<file path="config.mk">
export PLATFORM = sky130hd
export DESIGN_NAME = hp_slot_ctrl
export DESIGN_NICKNAME = d
export VERILOG_FILES = /design/src/rtl/hp_slot_pkg.sv /design/src/rtl/hp_oc_filter.sv /design/src/rtl/hp_rail_domain.sv /design/src/rtl/hp_slot_ctrl.sv
export SDC_FILE = /design/constraint.sdc
export NUM_CORES = 1
export LEC_CHECK = 0
export BUFFER_PORTS_ARGS = -buffer_cell sky130_fd_sc_hd__clkbuf_2
export CORE_ASPECT_RATIO = 0.6
export CORE_UTILIZATION = 45
export CTS_CLUSTER_SIZE = 20
export DETAILED_ROUTE_END_ITERATION = 10
export PLACE_DENSITY = 0.76
export SLEW_MARGIN = 20
export SYNTH_ARGS = -nofsm -noshare
export SYNTH_HDL_FRONTEND = slang
export SYNTH_HIERARCHICAL = 1
export SYNTH_SLANG_ARGS = --single-unit
</file>
<file path="constraint.sdc">
create_clock -name clk -period 2.2 [get_ports clk]
set_input_delay 0.44 -clock clk [delete_from_list [all_inputs] [get_ports clk]]
set_output_delay 0.44 -clock clk [all_outputs]
set_load 0.01 [all_outputs]
</file>
<file path="src/rtl/hp_slot_pkg.sv">
package hp_slot_pkg;
  localparam int unsigned NUM_DOM  = 2;
  localparam int unsigned DOM_MAIN = 0;
  localparam int unsigned DOM_AUX  = 1;

  typedef struct packed {
    logic ilim;
    logic uv;
    logic ot;
  } rail_cond_t;
endpackage

</file>
<file path="src/rtl/hp_oc_filter.sv">
module hp_oc_filter #(
  parameter int unsigned FILT_CYC = 1000
) (
  input  logic clk,
  input  logic rst_n,
  input  logic arm,
  input  logic ilim,
  output logic trip
);
  localparam int unsigned CW = (FILT_CYC < 2) ? 1 : $clog2(FILT_CYC);
  localparam logic [CW-1:0] LAST = CW'(FILT_CYC - 1);

  logic [CW-1:0] cnt;

  // consecutive-cycle counter, restarts on any quiet cycle
  always_ff @(posedge clk) begin
    if (!rst_n) begin
      cnt <= '0;
    end else if (arm && ilim) begin
      if (cnt != LAST) cnt <= cnt + 1'b1;
    end else begin
      cnt <= '0;
    end
  end

  assign trip = ilim && (cnt == LAST);
endmodule

</file>
<file path="src/rtl/hp_rail_domain.sv">
module hp_rail_domain
  import hp_slot_pkg::*;
#(
  parameter int unsigned FILT_CYC = 1000,
  parameter bit          KEEP_UV  = 1'b0
) (
  input  logic       clk,
  input  logic       rst_n,
  input  logic       por_done,
  input  logic       en,
  input  logic       force_act,
  input  rail_cond_t cond,
  output logic       rail_en,
  output logic       latched
);
  logic en_q, cmd, oc_trip, trip, rise;
  logic forced_trip, forced_en;

  hp_oc_filter #(.FILT_CYC(FILT_CYC)) u_flt (
    .clk  (clk),
    .rst_n(rst_n),
    .arm  (cmd & ~force_act),
    .ilim (cond.ilim),
    .trip (oc_trip)
  );

  generate
    if (KEEP_UV) begin : g_keep_uv
      assign forced_trip = cond.uv;
      assign forced_en   = ~cond.uv;
    end else begin : g_drop_all
      assign forced_trip = 1'b0;
      assign forced_en   = 1'b1;
    end
  endgenerate

  assign trip = force_act ? forced_trip : (oc_trip | cond.uv | cond.ot);
  assign rise = en & ~en_q;

  always_ff @(posedge clk) begin
    if (!rst_n) begin
      en_q    <= 1'b0;
      cmd     <= 1'b0;
      latched <= 1'b0;
    end else begin
      en_q <= en;
      if (!en) begin
        cmd     <= 1'b0;
        latched <= 1'b0;
      end else if (cmd && trip) begin
        cmd     <= 1'b0;
        latched <= 1'b1;
      end else if (rise && por_done && !latched) begin
        cmd <= 1'b1;
      end
    end
  end

  assign rail_en = force_act ? forced_en : cmd;
endmodule

</file>
<file path="src/rtl/hp_slot_ctrl.sv">
module hp_slot_ctrl
  import hp_slot_pkg::*;
#(
  parameter int unsigned FILT_CYC = 1000
) (
  input  logic       clk,
  input  logic       rst_n,
  input  logic       por_done,
  input  logic       main_en,
  input  logic       aux_en,
  input  logic       force_on_n,
  input  logic       force_dis,
  input  logic       main_ilim,
  input  logic       main_uv,
  input  logic       main_ot,
  input  logic       aux_ilim,
  input  logic       aux_uv,
  input  logic       aux_ot,
  input  logic [2:0] rail_ok,
  output logic       main_rail_en,
  output logic       aux_rail_en,
  output logic       pwrgd_n,
  output logic       fault_n,
  output logic       sts_main_on,
  output logic       sts_aux_on,
  output logic       sts_main_fault,
  output logic       sts_aux_fault,
  output logic       sts_pgood
);
  logic                force_q;
  logic [NUM_DOM-1:0]  en_v, rail_v, lat_v;
  rail_cond_t          conds [NUM_DOM];

  always_ff @(posedge clk) begin
    if (!rst_n) force_q <= 1'b0;
    else        force_q <= ~force_on_n & ~force_dis;
  end

  assign en_v[DOM_MAIN]  = main_en;
  assign en_v[DOM_AUX]   = aux_en;
  assign conds[DOM_MAIN] = '{ilim: main_ilim, uv: main_uv, ot: main_ot};
  assign conds[DOM_AUX]  = '{ilim: aux_ilim,  uv: aux_uv,  ot: aux_ot};

  generate
    for (genvar d = 0; d < NUM_DOM; d++) begin : g_dom
      hp_rail_domain #(
        .FILT_CYC(FILT_CYC),
        .KEEP_UV (d == DOM_AUX)
      ) u_dom (
        .clk      (clk),
        .rst_n    (rst_n),
        .por_done (por_done),
        .en       (en_v[d]),
        .force_act(force_q),
        .cond     (conds[d]),
        .rail_en  (rail_v[d]),
        .latched  (lat_v[d])
      );
    end
  endgenerate

  assign main_rail_en   = rail_v[DOM_MAIN];
  assign aux_rail_en    = rail_v[DOM_AUX];
  assign sts_main_on    = rail_v[DOM_MAIN];
  assign sts_aux_on     = rail_v[DOM_AUX];
  assign sts_main_fault = lat_v[DOM_MAIN];
  assign sts_aux_fault  = lat_v[DOM_AUX];
  assign sts_pgood      = (&rail_v) & (&rail_ok);
  assign pwrgd_n        = force_q | ~sts_pgood;
  assign fault_n        = force_q | ~(|lat_v);
endmodule

</file>
# Word level (Yosys, flattened, before mapping)
# Index checks and enable logic that the tools add are counted.
# totals
reg_bits,27
in_bits,16
output_inout_bits,9
# classes
add_sub_neg,2
eq_ne,4
muxes,4
bitwise_logic,23
reduce_logical,21
# ops
cell,count
10-bit by 1-bit adder with 10-bit output (second input constant),2
10-bit == test (second input constant),2
10-bit inequality test (second input constant),2
1-bit inverter,11
1-bit logical AND,10
2-bit AND reduction,5
1-bit bitwise AND,6
1-bit OR,6
3-bit OR reduction,2
1-bit two-way mux,4
3-bit AND reduction,1
1-bit zero test,2
2-bit OR reduction,1

# Logic depth before layout (Yosys ltp)
# depth
ltp_word,7
ltp_mapped,6

# By module
# Netlist, hierarchy kept.
# by_module_without_submodules
mod,n_inst,cells_each,area_per_inst_um2,seq_area_each_um2
hp_oc_filter,2,56,481.7,200.2
hp_rail_domain (g_dom[1].u_dom),1,14,143.9,60.1
hp_rail_domain (g_dom[0].u_dom),1,11,118.9,60.1
hp_slot_ctrl,1,9,68.8,20.0

# Worst setup path after synthesis
# OpenSTA, ideal clock, no wires.
# synth_timing
path_type,reg-to-output
startpoint,register force_q
endpoint,output port pwrgd_n
arrival_time_ns,1.256
required_ns,1.760
path_slack_ns,0.504
path_stages_with_launch,5
n_path_buf,0
cell_sequence,dfxtp_1 > nor2_1 > a21oi_1 > nand3_1 > or3_1
# synth_via
elab_chain_len,5
# synth_rtl
item,line_no,text
start: declaration,hp_slot_ctrl.sv:30,logic force_q;
start signal: assignment,hp_slot_ctrl.sv:36,else force_q <= ~force_on_n & ~force_dis;
1-bit two-way mux,hp_rail_domain.sv:59,assign rail_en = force_act ? forced_en : cmd;
via aux_rail_en,hp_slot_ctrl.sv:21,"output logic aux_rail_en,"
2-bit AND reduction,hp_slot_ctrl.sv:68,assign sts_pgood = (&rail_v) & (&rail_ok);
1-bit bitwise AND,hp_slot_ctrl.sv:68,
1-bit inverter,hp_slot_ctrl.sv:69,assign pwrgd_n = force_q | ~sts_pgood;
1-bit OR,hp_slot_ctrl.sv:69,
end: declaration,hp_slot_ctrl.sv:22,"output logic pwrgd_n,"
# The timed path passes the listed nets, and every way through them passes these cells.

# Worst setup path after layout
# layout_timing
startpoint,register force_q
endpoint,output port pwrgd_n
# layout_via
elab_chain_len,5
# layout_rtl
item,line_no
1-bit two-way mux,hp_rail_domain.sv:59
2-bit AND reduction,hp_slot_ctrl.sv:68
1-bit bitwise AND,hp_slot_ctrl.sv:68
1-bit inverter,hp_slot_ctrl.sv:69
1-bit OR (*),hp_slot_ctrl.sv:69
# Mark *: on every way between the ends. The rest lies on a longest branch, timed or not.

==> metrics <==
Iteration-0 DRC Markers=27; vias in the first global route=around 1.1k; Starting Density=49.6%; setup bufs post-CTS=0; syn_area_per_cell=a little under 9 um^2; GR Util All Layers=19.2%; Crit Path Max Fanout=8; Pleak=0.506 nW; largest net degree at the start of global routing=15; Top Ports=25; Final ANT Viol Nets=0; Setup CP Type=flip-flop to output pin; status=completed; gr ovfl total=0; total wire length=2630 um; Final Non-Filler Cells=200; Reg clk slew, reported paths=0.09 ns; cells along the critical path=nor2_1, a21oi_1, nand3_1, or3_1, clkbuf_2; Register Area=542 um^2; Synth Instances=146; achievable frequency=~500 MHz; WP data arrival=roughly 1.6 ns; RD Place Congestion=0.774; DPL Wire Length=1970 um; CTS Buffer Depth=2; number of fill cells in the layout=roughly 230; # clock sinks=27; full die area=3100 um^2; Num CTS Buffers=3; Worst setup EP type=output pin; fin crit share=90.7%; die height=43.6 um; Seq cells post-synth=27; skew final=0.00486 ns; number of setup violations in the final report=0; via count=1184; DR pass1 iterations=6; worst skew pair latency=0.27 ns; Mapped Area=approximately 1300 um^2; WP data required=1.76 ns; port buffer count=24; RSZ-0062 raised after global routing=no; PD cells=562 nW/um^2; pre-CTS setup slack=0.404 ns; die width=71.3 um; worst slew pin tran=0.404 ns; CP max stage delay=0.42 ns; Remaining DRCs=0; CTS tree=yes; core area=2610 um^2; area grow syn2layout=13.6%; Worst Hold Slack=~0.32 ns; design area=1470 um^2; row cnt=14; synth unique cells=34; multi-input logic area=706 um^2; htree depth=1; CTS Root Buffer Type=clkbuf_8; Final Hold Fails=0; crit path buf inv count=1; number of synthesis warnings=6; setup TNS=0 ns; post-route setup slack=0.205 ns; Final nets=~190; Slew Limit Fails=0; max cap viols=0; Period minus WS final=2.00 ns; Top Family by Delay on Critical Path=simple AND/OR/NAND/NOR gates; DR vias/cell=5.92; worst vdd ir=~0.00034 V; worst min-delay path class=input port to flip-flop; DP Area=1430 um^2; Synth Net Count=164; Worst slew margin=roughly 73%; placed cell count=196; first-pass GRT wire length=4660 um; startpoint types=flip-flop; CP max-delay cell=dfxtp_2; layout cells sized above 1=25.0%; post-synthesis sequential area ratio=41.7%; ANT cells=0; Routed WL per cell=13.2 um; antenna violations before repair=0
cell type report:
class / count / share of cell area [%]
well taps: 32 / 2.72
repair buffers: 24 / 8.16
flip-flops and latches: 27 / 36.8
inverters: 5 / 1.28
clock buffers: 4 / 3.06
multi-input cells: 108 / 48.0
power by group:
group | switching [W] | internal, W | total (W) | leakage (nW)
Clock | 0.000149 | 0.000130 | 0.000278 | 0.0228
Combinational | 0.0000232 | 0.0000262 | 0.0000494 | 0.265
Sequential | 0.00000545 | 0.000494 | 0.000499 | 0.219
Total | 0.000177 | 0.000650 | 0.000827 | 0.506
worst paths after layout:
| path | from | end | slack, ns | cells after the start |
|---|---|---|---|---|
| max | force_q | pwrgd_n | 0.20 | 5 |
| min | force_on_n | force_q | 0.32 | 2 |
| max reg2reg | g_dom[1].u_dom/u_flt/cnt[0] | g_dom[1].u_dom/latched | 0.47 | 6 |
| min reg2reg | g_dom[1].u_dom/u_flt/cnt[8] | g_dom[1].u_dom/u_flt/cnt[8] | 0.51 | 2 |
Yosys cell counts (all sizes together):
cell    count  area, um^2
buf         2        15.0
nand2      12        45.0
xor2        2        17.5
or4         6        45.0
ha          2        25.0
o311a       1        11.3
o21ai       5        25.0
nor2        7        26.3
inv         5        18.8
nor3b       2        15.0
nand4       6        37.5
a21oi      19        95.1
and2        1        6.26
or2         2        12.5
and4        2        17.5
dfxtp      27         541
o31ai       6        45.0
nand4b      1        8.76
clkbuf      4        15.0
nand3      11        65.1
a31o        4        35.0
a311o       2        20.0
o31a        1        8.76
xnor2       2        17.5
o21ba       1        10.0
nor2b       2        20.0
o21bai      1        7.51
o21a        1        7.51
or3b        1        8.76
o32ai       1        16.3
or3         5        31.3
and4bb      2        25.0
stage by stage:
step,power [W],utilization (%)
final,0.000827,56.4
after global routing,0.000861,56.4
after CTS,0.000836,56.3
after detailed placement,0.000560,54.6
after global placement,0.000559,54.6
after floorplan,0.000538,-
cell families (layout without fill, tap and decap cells):
family,after synthesis,in the layout,synth area share (%)
fa+ha+maj,2,2,1.93
simple gates,60,60,28.1
compound gates,42,42,21.7
xor+xnor,4,4,2.71
flops,27,27,41.7
buf+inv,11,33,3.77
state kept, by name, summed over array words and instances, names as in the netlist:
register               cells
g_dom.u_dom/cmd            2
g_dom.u_dom/u_flt/cnt     20
force_q                    1
g_dom.u_dom/en_q           2
g_dom.u_dom/latched        2
worst register-to-register path, cell delays in order, from the launching register on:
cell      delay, ns
dfxtp_1        0.35
ha_1           0.26
and4bb_2       0.29
nand3_1        0.12
nor2_1         0.06
o21ba_2        0.22
o311a_2        0.33
what timing repair did:
item | 4_1_cts | 5_1_grt
hold buffers | 0 | 0
resized for setup | 0 | 1
endpoints found under the setup margin | 0 | 1
layer usage:
layer / wire length [um] / vias to the layer above / track usage [%]
met5: 0 / - / 0
met4: 10 / 0 / 5.20
li1: - / 596 / -
met2: 1170 / 40 / 32.0
met1: 1310 / 546 / 24.7
met3: 134 / 2 / 5.81
cell usage in the layout, fill, tap and decap left out, types with 2 or more instances in the layout:
master,n
clkbuf_2,24
nor2_1,7
or3_1,5
inv_1,5
nand3_1,9
and4_1,2
nand3_2,2
nand2_1,12
a31o_2,4
and4bb_2,2
a311o_1,2
dfxtp_1,26
a21oi_1,19
or2_2,2
clkbuf_8,3
or4_1,6
o21ai_0,5
o31ai_1,6
nor3b_1,2
ha_1,2
xnor2_1,2
nand4_1,6
xor2_1,2
Power figures use the tool's default switching activity.
